### src/rtl/refsel_pkg.sv
package refsel_pkg;

    typedef enum logic [1:0] {
        MODE_MANUAL  = 2'd0,
        MODE_ARMED   = 2'd1,
        MODE_LATCHED = 2'd2
    } sel_mode_e;

    typedef struct packed {
        sel_mode_e mode;
        logic      sel;
        logic      evt;
    } sel_state_t;

endpackage

### src/rtl/refsel_sync.sv
module refsel_sync #(
    parameter int WIDTH  = 3,
    parameter int STAGES = 2
) (
    input  logic             clk,
    input  logic             rst_n,
    input  logic [WIDTH-1:0] async_i,
    output logic [WIDTH-1:0] sync_o
);
    logic [STAGES-1:0][WIDTH-1:0] stage_d;
    logic [STAGES-1:0][WIDTH-1:0] stage_q;

    generate
        for (genvar s = 0; s < STAGES; s++) begin : g_stage
            if (s == 0) begin : g_first
                always_comb stage_d[s] = async_i;
            end else begin : g_next
                always_comb stage_d[s] = stage_q[s-1];
            end
        end
    endgenerate

    always_ff @(posedge clk or negedge rst_n) begin
        if (!rst_n) stage_q <= '0;
        else        stage_q <= stage_d;
    end

    assign sync_o = stage_q[STAGES-1];
endmodule

### src/rtl/refsel_fault_filter.sv
module refsel_fault_filter #(
    parameter int FAULT_CYCLES = 4
) (
    input  logic clk,
    input  logic rst_n,
    input  logic lol_s,
    output logic fault_o
);
    localparam int CNT_W = $clog2(FAULT_CYCLES + 1);
    localparam logic [CNT_W-1:0] SAT_VAL  = CNT_W'(FAULT_CYCLES);
    localparam logic [CNT_W-1:0] LAST_VAL = CNT_W'(FAULT_CYCLES - 1);

    logic [CNT_W-1:0] run_d, run_q;

    always_comb begin
        run_d = run_q;
        if (!lol_s)                run_d = '0;
        else if (run_q != SAT_VAL) run_d = run_q + 1'b1;
    end

    always_ff @(posedge clk or negedge rst_n) begin
        if (!rst_n) run_q <= '0;
        else        run_q <= run_d;
    end

    assign fault_o = lol_s && (run_q >= LAST_VAL);

    assert_run_bounded_R6: assert property (@(posedge clk) disable iff (!rst_n)
        run_q <= SAT_VAL);

    assert_fault_needs_lol_R6: assert property (@(posedge clk) disable iff (!rst_n)
        fault_o |-> lol_s);

    generate
        if (FAULT_CYCLES > 1) begin : g_multi
            assert_fault_needs_run_R6: assert property (@(posedge clk) disable iff (!rst_n)
                (lol_s && !$past(lol_s)) |-> !fault_o);
        end
    endgenerate
endmodule

### src/rtl/refsel_fsm.sv
module refsel_fsm
    import refsel_pkg::*;
(
    input  logic clk,
    input  logic rst_n,
    input  logic pick_s,
    input  logic auto_s,
    input  logic fault_i,
    output logic sel_o,
    output logic evt_o
);
    sel_state_t cur_q, nxt_d;

    always_comb begin
        nxt_d     = cur_q;
        nxt_d.evt = 1'b0;
        unique case (cur_q.mode)
            MODE_MANUAL: begin
                nxt_d.sel = pick_s;
                if (auto_s) nxt_d.mode = MODE_ARMED;
            end
            MODE_ARMED: begin
                if (!auto_s) begin
                    nxt_d.mode = MODE_MANUAL;
                    nxt_d.sel  = pick_s;
                end else if (fault_i) begin
                    nxt_d.mode = MODE_LATCHED;
                    nxt_d.sel  = ~cur_q.sel;
                    nxt_d.evt  = 1'b1;
                end
            end
            MODE_LATCHED: begin
                if (!auto_s) begin
                    nxt_d.mode = MODE_MANUAL;
                    nxt_d.sel  = pick_s;
                end
            end
            default: begin
                nxt_d.mode = MODE_MANUAL;
                nxt_d.sel  = 1'b0;
            end
        endcase
    end

    always_ff @(posedge clk or negedge rst_n) begin
        if (!rst_n) begin
            cur_q.mode <= MODE_MANUAL;
            cur_q.sel  <= 1'b0;
            cur_q.evt  <= 1'b0;
        end else begin
            cur_q <= nxt_d;
        end
    end

    assign sel_o = cur_q.sel;
    assign evt_o = cur_q.evt;

    assert_manual_follows_R2: assert property (@(posedge clk) disable iff (!rst_n)
        !auto_s |=> (sel_o == $past(pick_s)));

    assert_evt_flips_sel_R7: assert property (@(posedge clk) disable iff (!rst_n)
        evt_o |-> (sel_o != $past(sel_o)));

    assert_evt_from_fault_R7: assert property (@(posedge clk) disable iff (!rst_n)
        evt_o |-> $past(fault_i) && $past(auto_s));

    assert_single_switch_R8: assert property (@(posedge clk) disable iff (!rst_n)
        (cur_q.mode == MODE_LATCHED && auto_s) |=> $stable(sel_o) && !evt_o);

    assert_manual_no_evt_R10: assert property (@(posedge clk) disable iff (!rst_n)
        !auto_s |=> !evt_o);
endmodule

### src/rtl/refclk_autoselect.sv
module refclk_autoselect #(
    parameter int SYNC_STAGES  = 2,
    parameter int FAULT_CYCLES = 4
) (
    input  logic clk,
    input  logic rst_n,
    input  logic ref_pick,
    input  logic auto_mode,
    input  logic lock_lost,
    output logic mux_sel,
    output logic ref_ack,
    output logic switch_evt
);
    localparam int NUM_CTRL = 3;

    logic [NUM_CTRL-1:0] ctrl_raw, ctrl_s;
    logic                fault;
    logic                sel;

    assign ctrl_raw = {lock_lost, auto_mode, ref_pick};

    refsel_sync #(
        .WIDTH (NUM_CTRL),
        .STAGES(SYNC_STAGES)
    ) u_sync (
        .clk    (clk),
        .rst_n  (rst_n),
        .async_i(ctrl_raw),
        .sync_o (ctrl_s)
    );

    refsel_fault_filter #(
        .FAULT_CYCLES(FAULT_CYCLES)
    ) u_filter (
        .clk    (clk),
        .rst_n  (rst_n),
        .lol_s  (ctrl_s[2]),
        .fault_o(fault)
    );

    refsel_fsm u_fsm (
        .clk    (clk),
        .rst_n  (rst_n),
        .pick_s (ctrl_s[0]),
        .auto_s (ctrl_s[1]),
        .fault_i(fault),
        .sel_o  (sel),
        .evt_o  (switch_evt)
    );

    assign mux_sel = sel;
    assign ref_ack = sel;

    assert_reset_ref0_R1: assert property (@(posedge clk)
        !rst_n |=> !mux_sel && !switch_evt);
endmodule

### config.mk
export PLATFORM = sky130hd
export DESIGN_NAME = refclk_autoselect
export DESIGN_NICKNAME = d
export VERILOG_FILES = /design/src/rtl/refsel_pkg.sv /design/src/rtl/refsel_sync.sv /design/src/rtl/refsel_fault_filter.sv /design/src/rtl/refsel_fsm.sv /design/src/rtl/refclk_autoselect.sv
export SDC_FILE = /design/constraint.sdc
export NUM_CORES = 1
export LEC_CHECK = 0
export CAP_MARGIN = 15
export CORE_MARGIN = 2
export CORE_UTILIZATION = 40
export DETAILED_ROUTE_END_ITERATION = 6
export DONT_BUFFER_PORTS = 1
export GPL_TIMING_DRIVEN = 0
export SLEW_MARGIN = 20
export SYNTH_ARGS = -nofsm -noshare
export SYNTH_HDL_FRONTEND = slang
export SYNTH_HIERARCHICAL = 1
export SYNTH_SLANG_ARGS = --single-unit
### constraint.sdc
create_clock -name clk -period 3.82 [get_ports clk]
set_clock_uncertainty 0.2 [all_clocks]
set_input_delay 0.191 -clock clk [delete_from_list [all_inputs] [get_ports clk]]
set_output_delay 0.191 -clock clk [all_outputs]
set_load 0.02 [all_outputs]
==> flow_summary.yaml, run 1 <==
outcome:
  outcome: "finished clean"
timing:
  hold_ws_ps: 141
  min_period_over_period_pct: 48.4
  period_needed_ps: 1850
  maxSlewViolCount: 0
  finalHoldViolCount: 0
  relSlewSlack_pct: 63.2
  worst_pin_slew_ps: 550
  setup_viol: 0
  fmax_mhz: 540
  rsz0062_at_grt: "false"
  tns_ps: 0
routing:
  wirelength_um: 800
  vias_per_cell: 5.01
  vias: 336
  drtAntennaViolNets: 0
  drc_errors: 0
  wl_per_cell_um: 11.9
  drt_iter0_markers: 6
  drt-pass1-iter-count: 4
floorplan:
  rows: 13
  dieArea_um2: 1640
  initial_core_util_pct: 41.9
  die_width_um: 40.5
  coreArea_um2: 1270
  die_h_um: 40.5
  io_pins: 8
power:
  power.leakage_uw: 0.000293
  ir_drop_mv: 0.297
  p_per_area_nw_per_um2: 553
clock_network:
  clock_sinks: 13
  clk_transition_reported_paths_ps: 80
  htree_levels: 1
  cts.repair.resized: 0
  cts-root-buf: "clkbuf_4"
  cts_buffers: 3
  clockBufferDepth: 2
  tritoncts: "yes"
  clk_latency_ps: 270
synthesis:
  synth_area_per_cell_um2: 12.1
  yosysSeqAreaShare_pct: 61.2
  synth_cell_types: 21
  synth_cells: 44
  netlist_area_um2: 532
  synth_area_leaders: "dfrtp_1 61%, ha_1 7.1%, inv_1 2.8%"
  yosysTopAreaCell: "dfrtp_1"
  synth-seq-cells: 13
  ys_warn_count: 6
  synth_top_area_share_pct: 61.2
  synthesis.nets: 52
final_layout:
  drive_gt1_share_pct: 11.5
  final_cell_mix: "13 x dfrtp_1, 4 x dlygate4sd3_1, 4 x inv_1, 4 x nand2_1"
  layout_commonest_cell: "dfrtp_1"
  n_antenna_cell: 0
  syn_to_final_growth_pct: 16.0
  nets: 61
setup_path:
  critPathCaptureType: "flip-flop"
  crit_type: "reg -> reg"
  reg2regPathDepth: 7
  cp_max_fo: 5
  r2r-end: "u_fsm/sel_o"
  r2r_setup_slack_ps: 1970
  cp.arrival_ps: 1810
  regToRegStartpoint: "u_filter/run_q[0]"
  critPathLaunchType: "flip-flop"
  worstPathRequired_ps: 3780
global_routing:
  antenna_found_initial: 0
  grt_util_all_layers_pct: 12.4
  grt_pass1_vias: 330
  grt_pass1_wl_mm: 1.28
  grt_max_degree: 14
  grt-ovfl-total: 0
placed_design:
  port_buffers: 0
  place.gp.congestion: 0.615
  dp_hpwl_um: 611
worst_hold_path:
  hp-class: "in -> async"
run:
  cap_violations: 0
==> through the flow <==
| stage | cells | instance area, um2 | total power [uW] | setup WS (ps) | utilization (%) |
|---|---|---|---|---|---|
| CTS | 67 | 617 | 344 | 1960 | 48.6 |
| floorplan | 44 | 532 | 238 | 2100 | - |
| global placement | 59 | 551 | 246 | 2030 | 43.4 |
| global route | 67 | 617 | 365 | 1850 | 48.6 |
| finish | 67 | 617 | 341 | 1970 | 48.6 |
| detailed placement | 59 | 551 | 255 | 1980 | 43.4 |
==> Yosys cell counts <==
master	n
nand3b_1	1
a21o_1	1
nand2_1	4
o21a_1	2
mux2i_1	1
a211oi_1	1
dfrtp_1	13
a21oi_1	2
inv_1	4
xor2_1	1
and3_1	1
nor2_1	1
a21boi_1	1
o22ai_1	1
a21boi_0	1
nand2b_1	2
ha_1	3
nor2b_1	1
nand2_2	1
a21oi_2	1
buf_4	1
==> per-layer routing <==
metal	track usage (%)	routed length [um]
met1	12.9	308
met2	21.8	437
met3	5.00	53
met4	5.00	0
met5	0	0
==> kinds of logic after synthesis <==
kind of cell	synth area share [%]
flip-flops	61.2
multiplexers	1.88
XOR/XNOR	1.65
adder cells (fa/ha/maj)	7.06
AO/OA/AOI/OAI	13.2
buffers and inverters	4.23
AND/OR/NAND/NOR	10.8
==> how the worst max path moves through the flow <==
| stage | from | end | slack (ps) | cells past startpoint |
|---|---|---|---|---|
| floorplan | u_filter/run_q[0] | u_fsm/sel_o | 2100 | 7 |
| global placement | u_filter/run_q[0] | u_fsm/sel_o | 2030 | 7 |
| detailed placement | u_filter/run_q[0] | u_fsm/sel_o | 1980 | 7 |
| CTS | u_filter/run_q[0] | u_fsm/sel_o | 1960 | 7 |
| global route | u_filter/run_q[0] | u_fsm/sel_o | 1850 | 7 |
| finish | u_filter/run_q[0] | u_fsm/sel_o | 1970 | 7 |
==> repair_timing <==
item | CTS | global route
hold buffers | 4 | 0
endpoints found under the setup margin | 0 | 0
buffers inserted | 0 | 0
hold endpoints to repair | 16 | 0
==> state kept, by name, summed over array words and instances (netlist names) <==
signal,cells
u_filter/run_q,3
u_fsm/cur_q,2
u_fsm/evt_o,1
u_fsm/sel_o,1
u_sync/stage_d,3
u_sync/sync_o,3
==> worst max-delay path, cell delays in order (launching register included) <==
cell and delay, ps:
dfrtp_1 420, ha_1 220, ha_1 170, a211oi_1 210, nor2b_1 130, xor2_1 180
o22ai_1 160, a21oi_2 50
==> area by class of cell <==
type	instances	area [um2]
timing repair buffer	4	40.0
sequential	13	325
tap	15	18.8
inverter	4	15.0
fill	124	652
multi-input combinational	26	184
clock buffer	4	26.3
buffer	1	7.51
==> where the power goes <==
group | switching, uW | leakage (uW) | internal, uW
clock | 42.6 | 0.0000150 | 40.4
combinational | 39.3 | 0.000118 | 35.8
sequential | 26.2 | 0.000160 | 157
total | 108 | 0.000293 | 233
Power figures use the tool's default switching activity.
==> run 2: changes to the inputs <==
==> constraint.sdc (replaced) <==
create_clock -name clk -period 1.64 [get_ports clk]
set_clock_uncertainty 0.2 [all_clocks]
set_input_delay 0.082 -clock clk [delete_from_list [all_inputs] [get_ports clk]]
set_output_delay 0.082 -clock clk [all_outputs]
set_load 0.02 [all_outputs]
==> flow_summary.yaml, run 2 (synthesis results as in run 1) <==
outcome:
  outcome: "finished clean"
global_routing:
  grt_pass1_vias: 349
  grt-ovfl-total: 0
  grt_max_degree: 14
  antenna_found_initial: 0
  grt_util_all_layers_pct: 12.4
  grt_pass1_wl_mm: 1.30
routing:
  drt-pass1-iter-count: 4
  top_layer: "met3"
  wl_met1_um: 331
  wl_per_cell_um: 10.8
  drt_iter0_markers: 3
  route.met3.wl_um: 34
  drc_errors: 0
  wl_met2_um: 401
  vias: 340
  vias_per_cell: 4.79
  wirelength_um: 767
  drtAntennaViolNets: 0
timing:
  fmax_mhz: 612
  hold_ws_ps: 42.0
  setup_viol: 0
  period_needed_ps: 1630
  min_period_over_period_pct: 99.6
  finalHoldViolCount: 0
  worst_pin_slew_ps: 564
  relSlewSlack_pct: 62.3
  maxSlewViolCount: 0
  rsz0062_at_grt: "true"
setup_path:
  critPathCaptureType: "flip-flop"
  cp_max_fo: 3
  cp_slowest_stage_delay_ps: 390
  crit_path_cell_trace: "ha_2 > ha_2 > a211oi_2 > nor2b_2 > xor2_1 > o22ai_1 > a21oi_2"
  slowest_stage: "dfrtp_1"
  cp.arrival_ps: 1590
  worstPathRequired_ps: 1600
  path_common_cell: "ha_2"
  critPathLaunchType: "flip-flop"
  crit_type: "reg -> reg"
floorplan:
  die_width_um: 40.5
  coreArea_um2: 1270
  dieArea_um2: 1640
  initial_core_util_pct: 41.9
  die_h_um: 40.5
  rows: 13
  io_pins: 8
worst_hold_path:
  hp-class: "in -> async"
power:
  p_total_uw: 843
  ir_drop_mv: 0.632
  p_switching_uw: 257
  power_frac_seq_pct: 49.6
  p_sw_share_pct: 30.5
  combPwrFrac_pct: 28.1
  power.internal_uw: 586
  p_per_area_nw_per_um2: 1280
  pwr-share-clk_pct: 22.3
  power.leakage_uw: 0.000312
placed_design:
  place.gp.congestion: 0.612
  port_buffers: 0
  dp_hpwl_um: 543
clock_network:
  cts_buffers: 3
  htree_levels: 1
  clk_latency_ps: 270
  clock_sinks: 13
  cts-root-buf: "clkbuf_4"
  tritoncts: "yes"
  clockBufferDepth: 2
  clk_transition_reported_paths_ps: 70
final_layout:
  n_antenna_cell: 0
  nets: 65
  syn_to_final_growth_pct: 24.0
  drive_gt1_share_pct: 25.0
  fillers: 111
  final_cell_mix: "13 x dfrtp_1, 5 x buf_4, 4 x dlygate4sd3_1, 4 x inv_1, 4 x nand2_1"
  layout_commonest_cell: "dfrtp_1"
run:
  cap_violations: 0
-- run 2: cell types whose count changed in the layout (fill, tap and decap cells not counted), sizes merged --
cell,delta
buf,+4
-- run 2: metrics by stage --
stage          instances  TNS, ps  util (%)  worst slack [ps]  area (um2)
2_1_floorplan         44        0         -              1.88         537
3_3_place_gp          59    -70.4      43.8             -70.4         556
3_5_place_dp          59     -106      43.8              -106         556
4_1_cts               71    -4.35      52.0             -4.35         659
5_1_grt               71    -63.0      52.0             -63.0         659
6_report              71        0      52.0              6.28         659
-- run 2: power groups by stage --
stage | clock (uW) | sequential [uW] | combinational (uW)
6_report | 188 | 418 | 237
2_1_floorplan | 0 | 420 | 138
5_1_grt | 219 | 425 | 266
4_1_cts | 200 | 419 | 237
3_3_place_gp | 0 | 427 | 149
3_5_place_dp | 0 | 431 | 160
-- run 2: repair_timing --
action / in CTS / in global routing
pin swaps: 1 / 0
buffers inserted: 4 / 0
gates resized for setup: 2 / 1
setup endpoints to repair: 2 / 2
endpoints found under the hold margin: 16 / 0
hold buffers: 4 / 0
-- run 2: routing by layer --
layer / vias up / global-route usage, %
li1: 168 / -
met1: 164 / 15.0
met2: 8 / 19.4
met3: 0 / 5.00
met4: 0 / 5.00
met5: - / 0
-- run 2: worst max-delay path: cells and delay by family (launching register included) --
family	cells	cell delay, ps
DFF	1	390
xor gates and xnor gates	1	140
adders and majority gates	2	360
AOI/OAI and AO/OA	3	340
and+or+nand+nor	1	80
-- run 2: path summary, 6_finish.rpt --
path	from	to	slack, ps	depth (start not counted)
worst max-delay path	u_filter/run_q[1]	u_fsm/sel_o	6	7
worst min-delay path	rst_n	u_filter/run_q[2]	40	1
worst max register to register	u_filter/run_q[1]	u_fsm/sel_o	6	7
worst min register to register	u_sync/stage_d[3]	u_sync/sync_o[0]	160	0
max in group asynchronous	rst_n	u_sync/sync_o[0]	830	1
min in group clk	u_sync/stage_d[3]	u_sync/sync_o[0]	160	0
-- run 2: final cells by class --
type	count	area [um2]	share of cell area (%)
Sequential cell	13	325	49.3
Multi-Input combinational cell	26	196	29.8
Timing Repair Buffer	8	70.1	10.6
Clock buffer	4	26.3	3.98
Tap cell	15	18.8	2.85
Inverter	4	15.0	2.28
Buffer	1	7.51	1.14
